## config.mk

```make
export PLATFORM = sky130hd
export DESIGN_NAME = phyacc_top
export DESIGN_NICKNAME = d
export VERILOG_FILES = /design/src/rtl/phyacc_pkg.sv /design/src/rtl/phyacc_check.sv /design/src/rtl/phyacc_seq.sv /design/src/rtl/phyacc_top.sv
export SDC_FILE = /design/constraint.sdc
export NUM_CORES = 1
export LEC_CHECK = 0
export ABC_AREA = 1
export BUFFER_PORTS_ARGS = -buffer_cell sky130_fd_sc_hd__buf_2
export CORE_ASPECT_RATIO = 1.2
export CORE_MARGIN = 5
export CORE_UTILIZATION = 32
export CTS_BUF_LIST = sky130_fd_sc_hd__clkbuf_8
export CTS_CLUSTER_DIAMETER = 40
export CTS_CLUSTER_SIZE = 10
export DETAILED_ROUTE_END_ITERATION = 12
export PLACE_DENSITY = 0.57
export SLEW_MARGIN = 25
export SYNTH_ARGS = -nofsm -noshare
export SYNTH_HDL_FRONTEND = slang
export SYNTH_HIERARCHICAL = 1
export SYNTH_SLANG_ARGS = --single-unit
export TNS_END_PERCENT = 50
```

## constraint.sdc

```tcl
create_clock -name clk -period 8.4 [get_ports clk]
set_input_delay 1.68 -clock clk [delete_from_list [all_inputs] [get_ports clk]]
set_output_delay 1.68 -clock clk [all_outputs]
set_load 0.03 [all_outputs]
```

## src/rtl/phyacc_pkg.sv

```systemverilog
package phyacc_pkg;
  localparam int PAGE_W  = 13;
  localparam int REG_W   = 5;
  localparam int HALF_W  = 16;
  localparam int EXT_W   = 5;
  localparam logic [PAGE_W-1:0] SPECIAL_PAGE = 13'h1FFF;
  localparam int PAGE_LIMIT = 4095;

  typedef struct packed {
    logic [PAGE_W-1:0] page;
    logic [REG_W-1:0]  regn;
    logic              wr;
    logic [HALF_W-1:0] wdata;
  } phy_cmd_t;

  function automatic logic [EXT_W-1:0] ext_field(input logic [PAGE_W-1:0] page);
    return (page == SPECIAL_PAGE) ? 5'h1F : 5'h00;
  endfunction

  function automatic logic page_ok(input logic [PAGE_W-1:0] page);
    return (int'(page) <= PAGE_LIMIT) || (page == SPECIAL_PAGE);
  endfunction

  function automatic logic [31:0] pack_access(input logic [PAGE_W-1:0] page,
                                              input logic [REG_W-1:0] regn,
                                              input logic wr, input logic err,
                                              input logic busy);
    return {4'b0, ext_field(page), page, regn, 1'b0, wr, 1'b0, err, busy};
  endfunction
endpackage

```

## src/rtl/phyacc_check.sv

```systemverilog
module phyacc_check
  import phyacc_pkg::*;
#(
  parameter int N_PORTS = 64,
  localparam int PORT_W = $clog2(N_PORTS)
) (
  input  logic               wr,
  input  logic [PAGE_W-1:0]  page,
  input  logic [HALF_W-1:0]  port_field,
  input  logic [N_PORTS-1:0] psel,
  output logic               ok,
  output logic [PORT_W-1:0]  port_sel
);
  logic [PORT_W-1:0] onehot_idx;
  logic              port_ok;

  always_comb begin
    onehot_idx = '0;
    for (int i = 0; i < N_PORTS; i++) begin
      if (psel[i]) onehot_idx = PORT_W'(i);
    end
  end

  assign port_ok  = wr ? ($countones(psel) == 1) : (int'(port_field) < N_PORTS);
  assign ok       = port_ok && page_ok(page);
  assign port_sel = wr ? onehot_idx : port_field[PORT_W-1:0];
endmodule

```

## src/rtl/phyacc_seq.sv

```systemverilog
module phyacc_seq
  import phyacc_pkg::*;
#(
  parameter int PORT_W = 6
) (
  input  logic              clk,
  input  logic              rst_n,
  input  logic              start,
  input  phy_cmd_t          start_cmd,
  input  logic [PORT_W-1:0] start_port,
  input  logic              phy_ack,
  output logic              busy,
  output logic              done,
  output phy_cmd_t          cur_cmd,
  output logic [PORT_W-1:0] cur_port
);
  typedef enum logic {ST_IDLE, ST_WAIT} seq_state_t;
  seq_state_t state;

  always_ff @(posedge clk) begin
    if (!rst_n) begin
      state    <= ST_IDLE;
      cur_cmd  <= '0;
      cur_port <= '0;
    end else begin
      case (state)
        ST_IDLE: if (start) begin
          state    <= ST_WAIT;
          cur_cmd  <= start_cmd;
          cur_port <= start_port;
        end
        ST_WAIT: if (phy_ack) state <= ST_IDLE;
        default: state <= ST_IDLE;
      endcase
    end
  end

  assign busy = (state == ST_WAIT);
  assign done = busy && phy_ack;
endmodule

```

## src/rtl/phyacc_top.sv

```systemverilog
module phyacc_top
  import phyacc_pkg::*;
#(
  parameter int N_PORTS = 64,
  localparam int PORT_W     = $clog2(N_PORTS),
  localparam int PSEL_WORDS = (N_PORTS + 31) / 32,
  localparam int N_REGS     = 2 + PSEL_WORDS,
  localparam int ADDR_W     = $clog2(N_REGS)
) (
  input  logic              clk,
  input  logic              rst_n,
  input  logic              host_we,
  input  logic [ADDR_W-1:0] host_addr,
  input  logic [31:0]       host_wdata,
  output logic [31:0]       host_rdata,
  output logic              phy_req,
  output logic [PORT_W-1:0] phy_port,
  output logic [PAGE_W-1:0] phy_page,
  output logic [REG_W-1:0]  phy_reg,
  output logic              phy_wr,
  output logic [HALF_W-1:0] phy_wdata,
  input  logic              phy_ack,
  input  logic [HALF_W-1:0] phy_rdata,
  input  logic              phy_err
);
  logic [PAGE_W-1:0]        page_q;
  logic [REG_W-1:0]         reg_q;
  logic                     wr_q, err_q;
  logic [HALF_W-1:0]        data_hi_q, data_lo_q;
  logic [PSEL_WORDS*32-1:0] psel_q;

  // named events for the checker
  logic acc_wr, cmd_issue, cmd_launch, cmd_reject, xfer_done, busy;
  logic chk_ok;
  logic [PORT_W-1:0] chk_port;
  phy_cmd_t start_cmd, cur_cmd;

  assign acc_wr     = host_we && (host_addr == '0);
  assign cmd_issue  = acc_wr && host_wdata[0] && !busy;
  assign cmd_launch = cmd_issue && chk_ok;
  assign cmd_reject = cmd_issue && !chk_ok;

  phyacc_check #(.N_PORTS(N_PORTS)) u_check (
    .wr        (host_wdata[3]),
    .page      (host_wdata[22:10]),
    .port_field(data_hi_q),
    .psel      (psel_q[N_PORTS-1:0]),
    .ok        (chk_ok),
    .port_sel  (chk_port)
  );

  assign start_cmd = '{page: host_wdata[22:10], regn: host_wdata[9:5],
                       wr: host_wdata[3], wdata: data_hi_q};

  phyacc_seq #(.PORT_W(PORT_W)) u_seq (
    .clk       (clk),
    .rst_n     (rst_n),
    .start     (cmd_launch),
    .start_cmd (start_cmd),
    .start_port(chk_port),
    .phy_ack   (phy_ack),
    .busy      (busy),
    .done      (xfer_done),
    .cur_cmd   (cur_cmd),
    .cur_port  (phy_port)
  );

  assign phy_req   = busy;
  assign phy_page  = cur_cmd.page;
  assign phy_reg   = cur_cmd.regn;
  assign phy_wr    = cur_cmd.wr;
  assign phy_wdata = cur_cmd.wdata;

  always_ff @(posedge clk) begin
    if (!rst_n) begin
      page_q    <= '0;
      reg_q     <= '0;
      wr_q      <= 1'b0;
      err_q     <= 1'b0;
      data_hi_q <= '0;
      data_lo_q <= '0;
    end else begin
      if (acc_wr && !busy) begin
        page_q <= host_wdata[22:10];
        reg_q  <= host_wdata[9:5];
        wr_q   <= host_wdata[3];
      end
      if (cmd_issue)      err_q <= !chk_ok;
      else if (xfer_done) err_q <= phy_err;
      if (host_we && host_addr == ADDR_W'(1)) data_hi_q <= host_wdata[31:16];
      if (xfer_done && !cur_cmd.wr)           data_lo_q <= phy_rdata;
    end
  end

  for (genvar k = 0; k < PSEL_WORDS; k++) begin : g_psel
    always_ff @(posedge clk) begin
      if (!rst_n) psel_q[k*32 +: 32] <= '0;
      else if (host_we && host_addr == ADDR_W'(2 + k)) psel_q[k*32 +: 32] <= host_wdata;
    end
  end

  always_comb begin
    host_rdata = '0;
    if (host_addr == '0)             host_rdata = pack_access(page_q, reg_q, wr_q, err_q, busy);
    else if (host_addr == ADDR_W'(1)) host_rdata = {data_hi_q, data_lo_q};
    for (int k = 0; k < PSEL_WORDS; k++) begin
      if (host_addr == ADDR_W'(2 + k)) host_rdata = psel_q[k*32 +: 32];
    end
  end
endmodule

```

==> out/qor.csv <==
metric;value;unit
status;finished clean;
place_inst;1769;
grt_max_degree;121;
die-area;0.0327;mm²
track_usage;18.2;%
power_switching;0.783;mW
die_h;197;µm
setup_viol;0;
ys_warn_count;6;
crit_start;psel_q[25];
max-cap-violations;0;
antenna_found_initial;1;
drc;0;
setup.worst_path.class;reg -> reg;
vdd_ir_drop_max;0.101;mV
initial_core_util;32.5;%
async_flop_share;0;%
critPathLaunchType;flop;
synth-seq-cells;158;
numCtsBuffers;17;
reg2reg_from;psel_q[25];
cts_root_buf;clkbuf_8;
max_freq;133;MHz
syn_nets;1437;
critPathMaxFanout;41;
synthFlopType;dfxtp_1;
areaGrowthSynthToFinish;14.6;%
finalSetupTns;0;ns
power.internal;1.45;mW
clkPwrFrac;30.3;%
synthTopCellsByCount;nand2_1 (275), inv_1 (183), nor2_1 (181);
place_area;0.0102;mm²
grt_overflow;0;
cp.required;8.80;ns
die_width;166;µm
rsz0062_at_grt;no;
core_area;0.0288;mm²
hold_buffers;0;
seqPwrFrac;36.6;%
grt_pass1_vias;8449;
hold_class;reg -> reg;
drt_iter0_drc;652;
cts_tree;yes;
ys_types;34;
final_nets;1527;
via_per_inst;4.81;
pre_cts_ws;0.892;ns
power_density;208;mW/mm²
clk_path_buf_depth;2;
clkTransAtPathRegs;0.09;ns
cts.sinks;158;
postRouteAntennaNets;0;
dp_hpwl;23400;µm
r2r_cells;24;
cts_resized;0;
post-cts-setup-buffers;0;
stdcell_area;0.0107;mm²
leakage;4.86;nW
finalCritPeriodShare;89.3;%
h-tree-depth;4;
gp_congestion;0.901;
avgSynthCellArea;7.11;µm²
finalWorstSetupSlack;0.903;ns
power.share.combinational;33.1;%
antenna_cells;0;
netlist_area;0.00934;mm²
r2r_setup_slack;0.90;ns
worst_pin_slew;1.01;ns
stdcell_count;1801;
drtPass1Iterations;5;
synthCells;1313;
crit_end;u_seq/cur_port[1];
synth_edf_count;0;
worstSetupEndpointType;flop;
drv_slew;0;
fin_worst_skew;0.0115;ns
yosysTopAreaCellShare;33.9;%
critical_path_arrival;7.89;ns
seq_area_frac_synth;33.9;%
fin_crit;7.50;ns
routed_wl;30400;µm
r2r-end;u_seq/cur_port[1];
finalHoldViolations;0;
drive_above_1_share;16.2;%
switching_share;35.1;%
clkLatencyLatePin;0.47;ns
vias;8669;
slew_headroom;32.5;%
synth_area_leaders;dfxtp_1 (34%), fa_1 (12%), nand2_1 (11%);
grt_pass1_wl;47200;µm
yosysMostFrequentCell;nand2_1;
placementRows;68;
whs;0.486;ns
fillers;3135;
yosysTopAreaCell;dfxtp_1;
port_buffers;128;
routedWlPerCell;16.9;µm
ios;129;
power groups by stage:
stage / sequential (mW) / clock [mW] / combinational, mW
detailed placement: 0.835 / 0 / 0.753
floorplan: 0.843 / 0 / 0.531
global placement: 0.835 / 0 / 0.726
global route: 0.822 / 0.715 / 0.860
finish: 0.817 / 0.675 / 0.738
CTS: 0.818 / 0.688 / 0.754
cells in the final DEF, fill, tap and decap left out, types with 2 or more instances in the layout:
cell type / n
a21oi_1: 91
a31oi_1: 2
and3_1: 2
buf_2: 127
buf_4: 8
bufinv_16: 5
bufinv_8: 12
clkbuf_8: 20
clkinv_2: 2
clkinv_4: 2
clkinvlp_4: 2
dfxtp_1: 158
fa_1: 54
ha_1: 15
inv_1: 183
inv_2: 23
inv_6: 2
nand2_1: 275
nand3_1: 90
nand4_1: 8
nor2_1: 180
nor2_2: 23
nor3_1: 2
nor4_1: 6
o2111ai_1: 16
o21ai_0: 92
o221ai_1: 6
how the worst min path moves through the flow:
stage	start	end	slack [ns]	depth (start not counted)
CTS	u_seq/cur_cmd[28]	u_seq/cur_cmd[28]	0.49	2
global placement	u_seq/cur_cmd[28]	u_seq/cur_cmd[28]	0.46	2
detailed placement	u_seq/cur_cmd[28]	u_seq/cur_cmd[28]	0.47	2
global route	u_seq/cur_cmd[26]	u_seq/cur_cmd[26]	0.51	2
floorplan	data_hi_q[6]	data_hi_q[6]	0.45	2
finish	u_seq/cur_cmd[25]	u_seq/cur_cmd[25]	0.49	2
worst max-delay path, cell delays in order, from the launching register on:
cell,delay (ns)
dfxtp_1,0.47
fa_1,0.50
fa_1,0.51
inv_1,0.06
fa_1,0.49
inv_1,0.06
fa_1,0.47
fa_1,0.50
fa_1,0.51
inv_1,0.05
fa_1,0.44
fa_1,0.48
inv_1,0.04
ha_1,0.20
fa_1,0.44
nor4b_1,0.29
nand4_1,0.25
a21boi_0,0.24
nand4_1,0.14
inv_1,0.46
inv_2,0.09
nor2_4,0.09
buf_4,0.43
nor2_1,0.08
nor2_1,0.13
kinds of logic (layout without fill, tap and decap cells):
group	count (synthesis)	count (layout)	share of synthesized area, %
simple gates	588	588	26.0
buf+inv	286	389	14.1
compound gates	212	212	12.4
flops	158	158	33.9
fa+ha+maj	69	69	13.6
layer usage:
metal  vias up  wire, µm  GRT usage (%)
met3        57      1490           2.88
met5         -        11              0
met1      4068     12800           22.6
li1       4273         -              -
met4         2      1010           7.15
met2       269     15100           32.0
cell type report:
class,count,area (µm²),area share (%)
inverters,220,992,9.27
multi-input cells,869,4860,45.4
clock inverters,12,205,1.92
repair buffers,137,727,6.79
clock buffers,20,275,2.57
flip-flops and latches,158,3160,29.5
well taps,385,482,4.50
registers in the layout (all words and copies together) (netlist names):
name	count
psel_q	64
u_seq/cur_cmd	35
data_hi_q	16
data_lo_q	16
page_q	13
u_seq/cur_port	6
reg_q	5
err_q	1
u_seq/busy	1
wr_q	1
metrics by stage:
stage | power (mW) | util [%]
finish | 2.23 | 37.2
global route | 2.40 | 37.2
CTS | 2.26 | 37.2
detailed placement | 1.59 | 35.5
global placement | 1.56 | 35.5
floorplan | 1.37 | -
(Power assumes the default switching activity.)
